<file path="src/rtl/rf_pkg.sv">
package rf_pkg;
  typedef enum logic [2:0] {
    SEL_ZERO = 3'd0,
    SEL_ONE  = 3'd1,
    SEL_TWO  = 3'd2,
    SEL_X    = 3'd3,
    SEL_N    = 3'd4,
    SEL_P    = 3'd5,
    SEL_U6   = 3'd6,
    SEL_U7   = 3'd7
  } addr_sel_e;

  typedef enum logic [2:0] {
    OP_HOLD  = 3'd0,
    OP_CLR   = 3'd1,
    OP_INC   = 3'd2,
    OP_DEC   = 3'd3,
    OP_YHI   = 3'd4,
    OP_YLO   = 3'd5,
    OP_BUS   = 3'd6,
    OP_U7    = 3'd7
  } upd_op_e;
endpackage

</file>
<file path="src/rtl/rf_addr_mux.sv">
module rf_addr_mux
  import rf_pkg::*;
#(
  parameter int PTR_W = 4
) (
  input  logic [2:0]       sel_i,
  input  logic [PTR_W-1:0] ptr_x_i,
  input  logic [PTR_W-1:0] ptr_n_i,
  input  logic [PTR_W-1:0] ptr_p_i,
  output logic [PTR_W-1:0] idx_o
);
  always_comb begin
    unique case (addr_sel_e'(sel_i))
      SEL_ONE: idx_o = PTR_W'(1);
      SEL_TWO: idx_o = PTR_W'(2);
      SEL_X:   idx_o = ptr_x_i;
      SEL_N:   idx_o = ptr_n_i;
      SEL_P:   idx_o = ptr_p_i;
      default: idx_o = '0;  // zero, and unused 6/7
    endcase
  end
endmodule

</file>
<file path="src/rtl/rf_next_val.sv">
module rf_next_val
  import rf_pkg::*;
#(
  parameter int DATA_W = 16,
  parameter int BYTE_W = 8
) (
  input  logic [2:0]        op_i,
  input  logic [DATA_W-1:0] old_i,
  input  logic [BYTE_W-1:0] y_i,
  input  logic [DATA_W-1:0] bus_i,
  output logic              we_o,
  output logic [DATA_W-1:0] nxt_o
);
  localparam int HI_W = DATA_W - BYTE_W;

  always_comb begin
    we_o  = 1'b1;
    nxt_o = old_i;
    unique case (upd_op_e'(op_i))
      OP_CLR: nxt_o = '0;
      OP_INC: nxt_o = old_i + DATA_W'(1);
      OP_DEC: nxt_o = old_i - DATA_W'(1);
      OP_YHI: nxt_o = {y_i, old_i[HI_W-1:0]};
      OP_YLO: nxt_o = {old_i[DATA_W-1:BYTE_W], y_i};
      OP_BUS: nxt_o = bus_i;
      default: we_o = 1'b0;  // hold, unused 7
    endcase
  end
endmodule

</file>
<file path="src/rtl/rf_storage.sv">
module rf_storage #(
  parameter int NUM_REGS = 16,
  parameter int DATA_W   = 16,
  localparam int IDX_W   = $clog2(NUM_REGS)
) (
  input  logic                              clk_i,
  input  logic                              rst_ni,
  input  logic                              we_i,
  input  logic [IDX_W-1:0]                  idx_i,
  input  logic [DATA_W-1:0]                 wdata_i,
  output logic [NUM_REGS-1:0][DATA_W-1:0]   regs_o
);
  for (genvar g = 0; g < NUM_REGS; g++) begin : g_reg
    logic hit;
    assign hit = we_i && (idx_i == IDX_W'(g));
    always_ff @(posedge clk_i or negedge rst_ni) begin
      if (!rst_ni)  regs_o[g] <= '0;
      else if (hit) regs_o[g] <= wdata_i;
    end
  end
endmodule

</file>
<file path="src/rtl/ucode_regfile.sv">
module ucode_regfile #(
  parameter int NUM_REGS = 16,
  parameter int DATA_W   = 16,
  parameter int BYTE_W   = 8,
  localparam int PTR_W   = $clog2(NUM_REGS)
) (
  input  logic              clk_i,
  input  logic              rst_ni,
  input  logic [2:0]        addr_sel_i,
  input  logic [2:0]        upd_op_i,
  input  logic [PTR_W-1:0]  ptr_x_i,
  input  logic [PTR_W-1:0]  ptr_n_i,
  input  logic [PTR_W-1:0]  ptr_p_i,
  input  logic [BYTE_W-1:0] y_i,
  input  logic [DATA_W-1:0] bus_i,
  output logic [DATA_W-1:0] rd_data_o
);
  logic [PTR_W-1:0]                rd_idx;
  logic                            wr_en;
  logic [DATA_W-1:0]               wr_data;
  logic [NUM_REGS-1:0][DATA_W-1:0] regs_q;

  rf_addr_mux #(.PTR_W(PTR_W)) u_addr (
    .sel_i   (addr_sel_i),
    .ptr_x_i (ptr_x_i),
    .ptr_n_i (ptr_n_i),
    .ptr_p_i (ptr_p_i),
    .idx_o   (rd_idx)
  );

  assign rd_data_o = regs_q[rd_idx];

  rf_next_val #(.DATA_W(DATA_W), .BYTE_W(BYTE_W)) u_nxt (
    .op_i  (upd_op_i),
    .old_i (rd_data_o),
    .y_i   (y_i),
    .bus_i (bus_i),
    .we_o  (wr_en),
    .nxt_o (wr_data)
  );

  rf_storage #(.NUM_REGS(NUM_REGS), .DATA_W(DATA_W)) u_store (
    .clk_i   (clk_i),
    .rst_ni  (rst_ni),
    .we_i    (wr_en),
    .idx_i   (rd_idx),
    .wdata_i (wr_data),
    .regs_o  (regs_q)
  );
endmodule

</file>
<file path="config.mk">
export PLATFORM = sky130hd
export DESIGN_NAME = ucode_regfile
export DESIGN_NICKNAME = d
export VERILOG_FILES = /design/src/rtl/rf_pkg.sv /design/src/rtl/rf_addr_mux.sv /design/src/rtl/rf_next_val.sv /design/src/rtl/rf_storage.sv /design/src/rtl/ucode_regfile.sv
export SDC_FILE = /design/constraint.sdc
export NUM_CORES = 1
export LEC_CHECK = 0
export ABC_CLOCK_PERIOD_IN_PS = 6000
export BUFFER_PORTS_ARGS = -buffer_cell sky130_fd_sc_hd__clkbuf_2
export CORE_AREA = 2 2 217 219
export DETAILED_ROUTE_END_ITERATION = 7
export DIE_AREA = 0 0 219 221
export GPL_TIMING_DRIVEN = 0
export SYNTH_ARGS = -nofsm -noshare
export SYNTH_HDL_FRONTEND = slang
export SYNTH_SLANG_ARGS = --single-unit
</file>
<file path="constraint.sdc">
create_clock -name clk_i -period 6 [get_ports clk_i]
set_input_delay 0.6 -clock clk_i [delete_from_list [all_inputs] [get_ports clk_i]]
set_output_delay 0.6 -clock clk_i [all_outputs]
set_load 0.03 [all_outputs]
</file>
**Word-level counts from Yosys, hierarchy flattened**

Index checks and enable logic that the tools add are counted.

- Add/sub/neg operators: 2
- Order comparisons: 1
- Eq/ne operators: 26
- Muxes and demuxes: 5
- Reduce and logical (&&, ||, !) cells: 18

Operators with widths:

| operator | number |
|---|---|
| $pmux 16 s6 | 1 |
| $bmux 16 s4 | 1 |
| $eq 4x4->1 const B | 8 |
| $pmux 4 s5 | 1 |
| $add 16x1->16 const B | 1 |
| $eq 4x3->1 const B | 4 |
| $logic_and 1x1->1 | 16 |
| $mux 16 | 1 |
| $sub 16x1->16 const B | 1 |
| $eq 3x3->1 const B | 5 |
| $eq 3x2->1 const B | 4 |
| $eq 4x2->1 const B | 2 |
| $eq 3x1->1 const B | 2 |
| $reduce_or 6->1 | 1 |
| $lt 4x5->1 const B | 1 |
| $eq 4x1->1 const B | 1 |
| $logic_not 4->1 | 1 |
| $mux 1 | 1 |

- Register bits: 256
- Input port bits: 44
- Output and inout bits: 16

**Logic depth before layout (Yosys ltp)**

Gate-level depths: netlist (run 1).

- Depth after elaboration: 6
- Mapped depth: 25

**Cells and area by module**

A second synthesis (run 1) with hierarchy kept.

- Cell total of the unflattened synthesis: 996
- Area, all modules: 13270.2 sq um

By module, submodules not included:

| module | instances | cells an instance | area an instance (sq um) | seq. area each (sq um) |
|---|---|---|---|---|
| rf_storage | 1 | 574 | 9606.7 | 6406.1 |
| ucode_regfile | 1 | 137 | 1933.1 | 0.0 |
| rf_next_val | 1 | 268 | 1601.5 | 0.0 |
| rf_addr_mux | 1 | 17 | 128.9 | 0.0 |

**Worst setup path before layout (run 1)**

No wires, ideal clock.

- Kind: input to register
- Start point: input addr_sel_i[0]
- End point: register u_store.regs_o[110] in the netlist's numbering
- Setup time: 0.138 ns
- Data arrival time: 5.507 ns
- Setup slack: 0.354 ns
- Stages on the path: 24
- Path buffers: 8
- Cells stage by stage: buf_4 -> and3b_1 -> a211o_1 -> buf_4 -> buf_6 -> buf_6 -> buf_6 -> buf_4 -> buf_4 -> mux2i_1 -> mux2i_1 -> mux2i_1 -> mux2i_1 -> inv_1 -> fa_1 -> nor2b_1 -> o21a_1 -> o21ai_0 -> a311o_1 -> a21oi_1 -> o21ai_0 -> a41oi_1 -> clkbuf_1 -> a31oi_1

- Cells in the longest elaborated chain, start to end: 6
- Elaborated cells between the ends (all ways): 13

Ends and longest elaborated chain:

| what | RTL line | text |
|---|---|---|
| start: declaration | ucode_regfile.sv:9 | `input logic [2:0] addr_sel_i,` |
| $eq 3x3->1 (tied with other cells) | rf_addr_mux.sv:13 | `unique case (addr_sel_e'(sel_i))` |
| $pmux 4 s5 * | rf_addr_mux.sv:13 |  |
| $bmux 16 s4 * | ucode_regfile.sv:31 | `assign rd_data_o = regs_q[rd_idx];` |
| $mux 16 (implied by the code) * | ucode_regfile.sv:31 |  |
| net rd_data_o[1] | ucode_regfile.sv:16 | `output logic [DATA_W-1:0] rd_data_o` |
| $sub 16x1->16 or $add 16x1->16 (tied branches) | rf_next_val.sv:22, rf_next_val.sv:21 |  |
| $pmux 16 s6 * | rf_next_val.sv:19 | `unique case (upd_op_e'(op_i))` |
| end signal: indexed assignment | rf_storage.sv:18 | `else if (hit) regs_o[g] <= wdata_i;` |
| end: declaration | rf_storage.sv:11 | `output logic [NUM_REGS-1:0][DATA_W-1:0] regs_o` |

The timed path passes the listed nets; every way through them passes the cells marked *. The select of a mux whose other input is x is not followed.
A chain may end at the register's enable or synchronous reset.

**Worst setup path in the final report (run 1)**

- Start point: input addr_sel_i[0]
- End point: register u_store.regs_o[175] in the netlist's numbering

- Cells in the longest elaborated chain, start to end: 6
- Elaborated cells between the ends (all ways): 13

Ends and longest elaborated chain:

| what | RTL line |
|---|---|
| $eq 3x3->1 (tied with other cells) | rf_addr_mux.sv:13 |
| $pmux 4 s5 * | rf_addr_mux.sv:13 |
| $bmux 16 s4 | ucode_regfile.sv:31 |
| $mux 16 (implied by the code) | ucode_regfile.sv:31 |
| $sub 16x1->16 or $add 16x1->16 (tied branches) | rf_next_val.sv:22, rf_next_val.sv:21 |
| $pmux 16 s6 | rf_next_val.sv:19 |

Every way passes the cells marked *; elsewhere a longest branch is shown, timed or not. The select of a mux whose other input is x is not followed.

==> results of run 1 <==
-- critical path: stages --
cell and delay (ns):
buf_4 0.14, and3b_1 0.23, a211o_1 0.28, buf_4 0.18, buf_6 0.17, buf_6 0.16, buf_6 0.17, buf_6 0.17
a2111oi_1 0.86, a311oi_1 0.11, a311oi_1 0.43, nor2_1 0.16, ha_1 0.43, and4_1 0.24, and3_1 0.24, nand2_1 0.09
o221a_2 0.35, or3b_1 0.40, a31oi_2 0.46, buf_4 0.27, a31oi_1 0.09
-- cells by family (layout without fill, tap and decap cells) --
family | after synthesis | in the layout | synth area share (%)
buf+inv | 132 | 242 | 4.44
simple gates | 644 | 644 | 20.0
flops | 256 | 256 | 46.7
mux | 117 | 117 | 8.98
xor+xnor | 6 | 6 | 0.383
compound gates | 383 | 383 | 18.1
fa+ha+maj | 15 | 15 | 1.42
-- power by group through the flow --
stage / clock network (uW) / logic, uW / registers [uW]
2_1_floorplan: 0 / 1400 / 2570
3_3_place_gp: 0 / 1930 / 2650
3_5_place_dp: 0 / 1990 / 2660
4_1_cts: 1780 / 2020 / 2640
5_1_grt: 1860 / 2250 / 2720
6_report: 1770 / 2050 / 2650
-- metrics by stage --
| stage | setup slack, ns | hold slack (ns) | TNS, ns |
|---|---|---|---|
| 2_1_floorplan | 0.354 | 0.304 | 0 |
| 3_3_place_gp | -1.16 | 0.458 | -370.65 |
| 3_5_place_dp | -1.24 | 0.466 | -136.77 |
| 4_1_cts | 0.117 | 0.481 | 0 |
| 5_1_grt | -0.0294 | 0.502 | -0.0744 |
| 6_report | 0.110 | 0.482 | 0 |
-- what timing repair did --
item | CTS | global route
hold buffers | 1 | 0
setup endpoints to repair | 114 | 100
pin swaps | 2 | 0
setup buffers | 4 | 0
resized for setup | 12 | 14
hold endpoints to repair | 44 | 0
-- placed cells by master, fill, tap and decap left out, types with 23 or more instances in the layout --
cell       count
and3_1        29
mux2i_1       67
dfrtp_1      256
a311oi_1      26
a21oi_1       57
nor2_1       149
clkbuf_16     27
inv_1         23
buf_2         24
clkbuf_2      63
mux2_2        49
o21ai_0      131
nand3_1       80
clkbuf_1      59
nand2_1      333
a2111oi_0     26
a31oi_1       58
-- metal layers --
metal | part of all wire [%] | vias up | global-route usage, %
li1 | - | 5721 | -
met1 | 44 | 6237 | 27.7
met2 | 45 | 578 | 30.4
met3 | 7.7 | 79 | 2.27
met4 | 2.8 | 0 | 5.99
met5 | 0 | - | 0
-- path summary, 6_finish.rpt --
kind / cells after the start / slack [ns] / to / from
setup / recovery: 21 / 0.11 / u_store.regs_o[175]$_DFFE_PN0P_ / addr_sel_i[0]
hold / removal: 2 / 0.48 / u_store.regs_o[90]$_DFFE_PN0P_ / u_store.regs_o[90]$_DFFE_PN0P_
setup reg to reg: 17 / 1.02 / u_store.regs_o[93]$_DFFE_PN0P_ / u_store.regs_o[72]$_DFFE_PN0P_
hold reg to reg: 2 / 0.48 / u_store.regs_o[90]$_DFFE_PN0P_ / u_store.regs_o[90]$_DFFE_PN0P_
max in group asynchronous: 4 / 4.10 / u_store.regs_o[3]$_DFFE_PN0P_ / rst_ni
min in group asynchronous: 2 / 0.50 / u_store.regs_o[72]$_DFFE_PN0P_ / rst_ni
-- cell type report --
class / count / area [um2] / share of cell area [%]
clock buffers: 37 / 763 / 4.81
clock inverters: 12 / 161 / 1.02
multi-input cells: 1165 / 6760 / 42.7
plain buffers: 107 / 528 / 3.33
flip-flops and latches: 256 / 6410 / 40.4
inverters: 23 / 86.3 / 0.545
repair buffers: 63 / 384 / 2.42
well taps: 607 / 759 / 4.79
==> run_results.csv, run 1 <==
group,metric,value,unit
run_status,status,"complete, no violations",
global_routing,gr-total-overflow,0,
global_routing,grt_pass1_vias,11845,
floorplanning,io_pins,60,
global_routing,grt_usage,19.3,%
synthesis,netlist.area_leader.share,46.7,%
sta,skew,0.0358,ns
synthesis,yosys_most_used_dff,"dfrtp_1",
synthesis,yosys_register_bits,256,
clock_tree,htreeDepth,1,
floorplanning,chipHeight,221,um
synthesis,async_flop_share,100,%
global_routing,grt_pass1_wl,72500,um
placed_design,dpl_cell_area,14800,um2
pwr,p_seq_share,41.0,%
pwr,internal_power,4100,uW
drt,drt_pass1_iterations,6,
clock_tree,cts.sinks,256,
synthesis,synth.most_common_cell,"nand2_1",
critical_path,worstPathRequired,6.37,ns
clock_tree,insertion_delay,0.58,ns
sta,slew_headroom,8.37,%
global_routing,grt_start_max_net_pins,112,
synthesis,yosysTopAreaCell,"dfrtp_1",
finish,top_regs,"u_store.regs_o x256",
placed_design,placedCellCount,2218,
synthesis,synthTopCellsByArea,"dfrtp_1, nand2_1, mux2i_1",
pwr,peakVddDrop,0.282,mV
placed_design,gp_congestion,0.927,
floorplanning,num_rows,79,
hold_path,min-delay-path-class,"reg2reg",
finish,n_antenna_cell,0,
synthesis,synthCells,1553,
clock_tree,cts_tree,"built",
clock_tree,cts_buffer_depth,3,
drt,wl_per_cell,20.9,um
drt,viasPerCell,5.56,
finish,fin_nets,1702,
finish,fillers,4778,
synthesis,ys_seq_area_share,46.7,%
synthesis,ys_top_cells_by_count,"nand2_1, dfrtp_1, nor2_1",
pwr,p_comb_share,31.7,%
placed_design,dp_hpwl,34600,um
pwr,switching_power,2360,uW
finish,fin_util,34.4,%
sta,worstMarginPinSlew,1.37,ns
floorplanning,die_area,48400,um2
drt,ant_nets,0,
sta,hold_viol,0,
critical_path,path_class,"in2reg",
critical_path,cp_max_fo,10,
pwr,total_power,6470,uW
finish,regMostFlops,"u_store.regs_o",
synthesis,ys_types,70,
sta,period_minus_slack,5.89,ns
critical_path,endpoint_kind,"flop",
pwr,leakage,0.00703,uW
drt,remaining_drc_errors,0,
finish,instances_no_fill,2270,
sta,fin_crit_sh,98.2,%
synthesis,netlist_area,13700,um2
drt,routed_wl,47500,um
finish,final_layout_size_suffix_gt1_share,13.4,%
synthesis,synth-edff-count,0,
drt,vias,12615,
synthesis,yosysWarningCount,0,
finish,largest_reg_flops,256,
drt,drt_iter0_markers,1523,
finish,area_growth,15.6,%
pwr,powerDensity,408,nW/um2
sta,setup_viol,0,
finish,final_area,15900,um2
floorplanning,start_util,29.8,%
synthesis,synth_nets,1612,
sta,fmax,170,MHz
clock_tree,clk_pin_slew,0.06,ns
pwr,clkPwrFrac,27.3,%
global_routing,grt_antenna_before_repair,0,
job,max_cap_viol_count,0,
synthesis,synth.avg_cell_area,8.83,um2
pwr,swShare,36.5,%
placed_design,io_buffer_count,56,
floorplanning,core_area,46100,um2
critical_path,critical_path_arrival,6.26,ns
clock_tree,cts_buffers,27,
critical_path,start_kind,"input pin",
clock_tree,cts-root-buf,"clkbuf_16",
sta,slew_viol_final,0,
floorplanning,die_x,219,um
(Power assumes the default switching activity.)
==> inputs of run 2 (changes only) <==
--- a/config.mk
+++ b/config.mk
@@ -11,6 +11,7 @@
 export DETAILED_ROUTE_END_ITERATION = 7
 export DIE_AREA = 0 0 219 221
 export GPL_TIMING_DRIVEN = 0
+export REMOVE_ABC_BUFFERS = 1
 export SYNTH_ARGS = -nofsm -noshare
 export SYNTH_HDL_FRONTEND = slang
 export SYNTH_SLANG_ARGS = --single-unit
==> run_results.csv, run 2 (synthesized netlist as in run 1, its figures left out) <==
group,metric,value,unit
run_status,status,"complete, no violations",
finish,multi_input_area,6850,um2
finish,instances_no_fill,2191,
floorplanning,chipHeight,221,um
global_routing,grt_pass1_vias,11514,
placed_design,gp_congestion,0.876,
pwr,powerDensity,397,nW/um2
sta,skew,0.0110,ns
critical_path,cp_max_fo,62,
sta,tns,0,ns
placed_design,dp_hpwl,28200,um
finish,regMostFlops,"u_store.regs_o",
clock_tree,clk_pin_slew,0.06,ns
global_routing,grt_antenna_before_repair,0,
clock_tree,cts.sinks,256,
finish,area_growth,14.7,%
placed_design,io_buffer_count,59,
clock_tree,cts_hold_buf,0,
sta,worstMarginPinSlew,1.33,ns
sta,fin_crit_sh,95.4,%
global_routing,grt_pass1_wl,66800,um
floorplanning,core_area,46100,um2
drt,viasPerCell,5.48,
critical_path,critical_path_arrival,6.07,ns
drt,remaining_drc_errors,0,
finish,fin_nets,1625,
global_routing,grt_start_max_net_pins,101,
critical_path,worstPathRequired,6.35,ns
critical_path,path_class,"in2reg",
sta,setup_viol,0,
sta,rsz0062_at_grt,"no",
clock_tree,insertion_delay,0.54,ns
sta,setup_slack,0.277,ns
global_routing,grt_usage,17.5,%
clock_tree,cts_buffers,27,
critical_path,crit_buf_inv,2,
drt,drt_pass1_iterations,5,
critical_path,crit_path_cell_trace,"clkbuf_2, nand2b_2, a211o_4, buf_16, a2111oi_0, a311oi_1, a311oi_2, a21oi_1, ha_1, and4_1, and3_1, nand2_1, o221a_2, or3b_1, a31oi_4, a31oi_1",
pwr,leakage,0.00696,uW
hold_path,min-delay-path-class,"in2async",
drt,drt_iter0_markers,1112,
critical_path,start_kind,"input pin",
critical_path,critical-path-max-stage-delay,0.63,ns
finish,most-common-layout-cells,"nand2_1, dfrtp_1, nor2_1, o21ai_0, nand3_1",
placed_design,placedCellCount,2134,
finish,fillers,4766,
drt,wl_per_cell,19.5,um
finish,final_layout_size_suffix_gt1_share,13.6,%
critical_path,rrSetupSlack,1.30,ns
sta,slew_headroom,11.0,%
drt,ant_nets,0,
critical_path,endpoint_kind,"flop",
sta,hold_viol,0,
clock_tree,cts_tree,"built",
finish,n_antenna_cell,0,
finish,top_regs,"u_store.regs_o x256",
placed_design,pre_cts_slack,-1.08,ns
placed_design,dpl_cell_area,14700,um2
drt,vias,12012,
clock_tree,htreeDepth,1,
sta,fmax,175,MHz
clock_tree,cts-root-buf,"clkbuf_16",
drt,routed_wl,42700,um
finish,seq_area,6410,um2
sta,slew_viol_final,0,
floorplanning,die_area,48400,um2
floorplanning,start_util,29.8,%
pwr,total_power,6250,uW
floorplanning,io_pins,60,
critical_path,cp_top_family,"compound AO/OA/AOI/OAI gates",
finish,largest_reg_flops,256,
global_routing,gr-total-overflow,0,
floorplanning,num_rows,79,
floorplanning,die_x,219,um
critical_path,critPathSlowestCell,"a211o_4",
finish,final_area,15700,um2
finish,final_common_cell,"nand2_1",
job,max_cap_viol_count,0,
clock_tree,cts_buffer_depth,3,
pwr,peakVddDrop,0.212,mV
sta,period_minus_slack,5.72,ns
-- run 2: worst register-to-register path: stages (launching register included) --
cell and delay [ns]:
dfrtp_1 0.38, inv_1 0.05, a2111oi_0 0.05, a2111oi_0 0.36, a311oi_1 0.11, a311oi_1 0.80
a21oi_1 0.25, ha_1 0.45, a21oi_1 0.32, o21bai_1 0.11, a21oi_1 0.29, and2_1 0.18
o221ai_1 0.13, nand3_1 0.11, nand3_1 0.59, a31oi_1 0.42
-- run 2: report_power, final --
part	internal [uW]	total [uW]	switching (uW)	leakage [uW]
logic	763	1990	1230	0.00327
clock network	952	1640	685	0.000427
registers	2330	2620	299	0.00327
-- run 2: layout make-up --
class	instances	area share, %
clock buffer	39	5.02
clock inverter	8	0.453
multi-input combinational	1166	43.6
inverter	23	0.549
tap	607	4.83
sequential	256	40.7
timing repair buffer	92	4.89
-- run 2: path summary, 6_finish.rpt --
| kind | endpoint | cells after the start | from |
|---|---|---|---|
| max in group asynchronous | u_store.regs_o[179]$_DFFE_PN0P_ | 2 | rst_ni |
| worst min-delay path | u_store.regs_o[71]$_DFFE_PN0P_ | 1 | rst_ni |
| min in group clk_i | u_store.regs_o[144]$_DFFE_PN0P_ | 2 | u_store.regs_o[144]$_DFFE_PN0P_ |
| worst max register to register | u_store.regs_o[219]$_DFFE_PN0P_ | 15 | u_store.regs_o[72]$_DFFE_PN0P_ |
| worst min register to register | u_store.regs_o[144]$_DFFE_PN0P_ | 2 | u_store.regs_o[144]$_DFFE_PN0P_ |
| worst max-delay path | u_store.regs_o[159]$_DFFE_PN0P_ | 16 | addr_sel_i[2] |
-- run 2: repair_timing --
action	in CTS	in global routing
resized for setup	11	4
pin swaps	3	1
gates cloned	1	0
setup buffers	2	6
endpoints found under the setup margin	107	60
-- run 2: metal layers --
| metal | routed length (um) | up-vias | global-route usage, % |
|---|---|---|---|
| li1 | - | 5542 | - |
| met1 | 20100 | 5974 | 26.2 |
| met2 | 18700 | 434 | 26.4 |
| met3 | 2970 | 62 | 2.23 |
| met4 | 883 | 0 | 4.45 |
| met5 | 0 | - | 0 |
-- run 2: per-stage QoR --
stage                     hold WS [ns]  utilization, %
after floorplan                  0.304               -
after global placement           0.454            30.9
after detailed placement         0.466            31.9
after CTS                        0.173            34.0
after global routing             0.199            34.2
final                            0.123            34.2
==> inputs of run 3 (changes only) <==
--- a/config.mk
+++ b/config.mk
@@ -7,11 +7,12 @@
 export LEC_CHECK = 0
 export ABC_CLOCK_PERIOD_IN_PS = 6000
 export BUFFER_PORTS_ARGS = -buffer_cell sky130_fd_sc_hd__clkbuf_2
-export CORE_AREA = 2 2 217 219
+export CORE_AREA = 2 2 214 216
 export DETAILED_ROUTE_END_ITERATION = 7
-export DIE_AREA = 0 0 219 221
+export DIE_AREA = 0 0 216 218
 export GPL_TIMING_DRIVEN = 0
 export REMOVE_ABC_BUFFERS = 1
 export SYNTH_ARGS = -nofsm -noshare
 export SYNTH_HDL_FRONTEND = slang
+export SYNTH_HIERARCHICAL = 1
 export SYNTH_SLANG_ARGS = --single-unit
==> run_results.csv, run 3 <==
group,metric,value,unit
finish,area_growth,14.2,%
finish,instances_no_fill,1640,
sta,hold-worst-slack,0.485,ns
global_routing,gr-total-overflow,0,
synthesis,ys_types,66,
sta,slew_viol_final,0,
pwr,p_comb_share,32.6,%
pwr,leakage,0.00669,uW
synthesis,netlist_area,13300,um2
drt,wl_per_cell,20.9,um
hold_path,min-delay-path-class,"reg2reg",
floorplanning,die_area,47100,um2
drt,ant_nets,0,
critical_path,critPathSlowestCell,"a21oi_1",
critical_path,worstPathRequired,6.48,ns
floorplanning,num_rows,78,
finish,most-common-layout-cells,"dfrtp_1, mux2_2, clkbuf_2, mux4_2, nand2_1",
global_routing,grt_pass1_vias,8711,
floorplanning,die_x,216,um
job,max_cap_viol_count,0,
finish,fillers,4411,
clock_tree,cts_resized,0,
floorplanning,core_area,44900,um2
sta,period_minus_slack,5.37,ns
sta,setup_viol,0,
sta,hold_viol,0,
clock_tree,cts.sinks,256,
sta,fmax,186,MHz
global_routing,grt_antenna_before_repair,0,
clock_tree,cts_setup_buffers,0,
sta,slew_headroom,5.72,%
pwr,switching_power,2030,uW
critical_path,cp_top_family,"compound AO/OA/AOI/OAI gates",
clock_tree,cts-root-buf,"clkbuf_16",
clock_tree,clk_pin_slew,0.06,ns
pwr,powerDensity,423,nW/um2
drt,vias,8573,
floorplanning,io_pins,60,
synthesis,ys_top_cells_by_count,"dfrtp_1, mux2_2, mux4_2",
synthesis,synthCells,996,
sta,worstMarginPinSlew,1.41,ns
synthesis,synthTopCellsByArea,"dfrtp_1, mux2_2, mux4_2",
clock_tree,cts_buffers,29,
drt,drt_iter0_markers,642,
sta,fin_crit_sh,89.5,%
synthesis,netlist.area_leader.share,48.3,%
clock_tree,cts_buffer_depth,3,
clock_tree,htreeDepth,1,
placed_design,gp_congestion,0.871,
finish,final_common_cell,"dfrtp_1",
pwr,swShare,31.7,%
synthesis,yosysWarningCount,6,
global_routing,grt_start_max_net_pins,109,
critical_path,crit_path_cell_trace,"clkbuf_2, nand2b_4, nor3b_2, a21o_4, buf_16, mux4_1, a22oi_1, nand2_1, nor4_1, nand4_1, a31oi_1, o21ai_0, xnor2_1, o211ai_1, a21oi_1, mux2_2",
finish,regMostFlops,"u_store/regs_o",
synthesis,synth-edff-count,0,
synthesis,yosysTopAreaCell,"dfrtp_1",
synthesis,yosys_most_used_dff,"dfrtp_1",
finish,final_layout_size_suffix_gt1_share,41.5,%
synthesis,ys_seq_area_share,48.3,%
synthesis,synth.avg_cell_area,13.3,um2
critical_path,path_class,"in2reg",
synthesis,async_flop_share,100,%
drt,routed_wl,34200,um
placed_design,dp_hpwl,22300,um
pwr,p_seq_share,41.2,%
finish,fin_nets,1066,
sta,rsz0062_at_grt,"no",
clock_tree,insertion_delay,0.55,ns
pwr,peakVddDrop,0.229,mV
drt,viasPerCell,5.23,
drt,drt_pass1_iterations,5,
floorplanning,start_util,29.6,%
placed_design,dpl_cell_area,14200,um2
critical_path,endpoint_kind,"flop",
sta,setup_slack,0.629,ns
floorplanning,chipHeight,218,um
finish,top_regs,"u_store/regs_o x256",
critical_path,start_kind,"input pin",
synthesis,yosys_register_bits,256,
placed_design,placedCellCount,1585,
placed_design,pre_cts_slack,0.131,ns
finish,largest_reg_flops,256,
finish,fin_util,33.7,%
pwr,clkPwrFrac,26.2,%
finish,final_area,15100,um2
critical_path,critical_path_arrival,5.85,ns
clock_tree,cts_tree,"built",
run_status,status,"complete, no violations",
finish,n_antenna_cell,0,
sta,skew,0.0119,ns
global_routing,grt_usage,14.6,%
synthesis,synth.most_common_cell,"dfrtp_1",
critical_path,critical-path-max-stage-delay,0.89,ns
global_routing,grt_pass1_wl,53100,um
critical_path,cp_max_fo,42,
placed_design,io_buffer_count,59,
critical_path,crit_buf_inv,2,
drt,remaining_drc_errors,0,
pwr,internal_power,4380,uW
==> run 3: kinds of logic after synthesis <==
group / Yosys count / share of synthesized area, %
adder cells (fa/ha/maj): 5 / 0.453
flip-flops: 256 / 48.3
multiplexers: 329 / 33.6
XOR/XNOR: 14 / 0.924
AND/OR/NAND/NOR: 141 / 5.43
buffers and inverters: 108 / 4.00
AO/OA/AOI/OAI: 143 / 7.34
==> run 3: layout make-up <==
cell class	instances	area (um2)	share of cell area (%)
tap	600	751	4.96
timing repair buffer	78	619	4.09
inverter	21	78.8	0.520
clock inverter	6	36.3	0.240
multi-input combinational	632	6370	42.1
sequential	256	6410	42.3
clock buffer	47	883	5.83
==> run 3: final timing paths <==
kind,from,end,slack [ns],cells past startpoint
worst min-delay path,u_store/regs_o[73]$_DFFE_PN0P_,u_store/regs_o[73]$_DFFE_PN0P_,0.48,1
worst max-delay path,addr_sel_i[1],u_store/regs_o[172]$_DFFE_PN0P_,0.63,16
worst min register to register,u_store/regs_o[73]$_DFFE_PN0P_,u_store/regs_o[73]$_DFFE_PN0P_,0.48,1
min in group asynchronous,rst_ni,u_store/regs_o[62]$_DFFE_PN0P_,0.58,2
worst max register to register,u_store/regs_o[49]$_DFFE_PN0P_,u_store/regs_o[172]$_DFFE_PN0P_,1.63,13
max in group asynchronous,rst_ni,u_store/regs_o[176]$_DFFE_PN0P_,4.11,4
==> run 3: stage by stage <==
stage / setup TNS (ns) / power [uW]
finish: 0 / 6420
global route: 0 / 6820
CTS: 0 / 6470
detailed placement: 0 / 4770
global placement: -1463.49 / 4650
floorplan: -275.58 / 4150
==> run 3: repair_timing <==
item / 4_1_cts / 5_1_grt
hold buffers: 1 / 0
hold endpoints to repair: 29 / 0
endpoints found under the setup margin: 0 / 0
==> run 3: layer usage <==
metal,routed length (um),global-route usage [%]
met5,0,0
met4,840,4.20
met3,1850,2.83
met2,16100,23.7
met1,15400,19.9
==> run 3: power groups by stage <==
stage	registers [uW]	logic, uW	clock network (uW)
after floorplan	2570	1580	0
after CTS	2650	2100	1730
after detailed placement	2670	2090	0
final	2640	2090	1680
after global routing	2730	2280	1810
after global placement	2630	2020	0
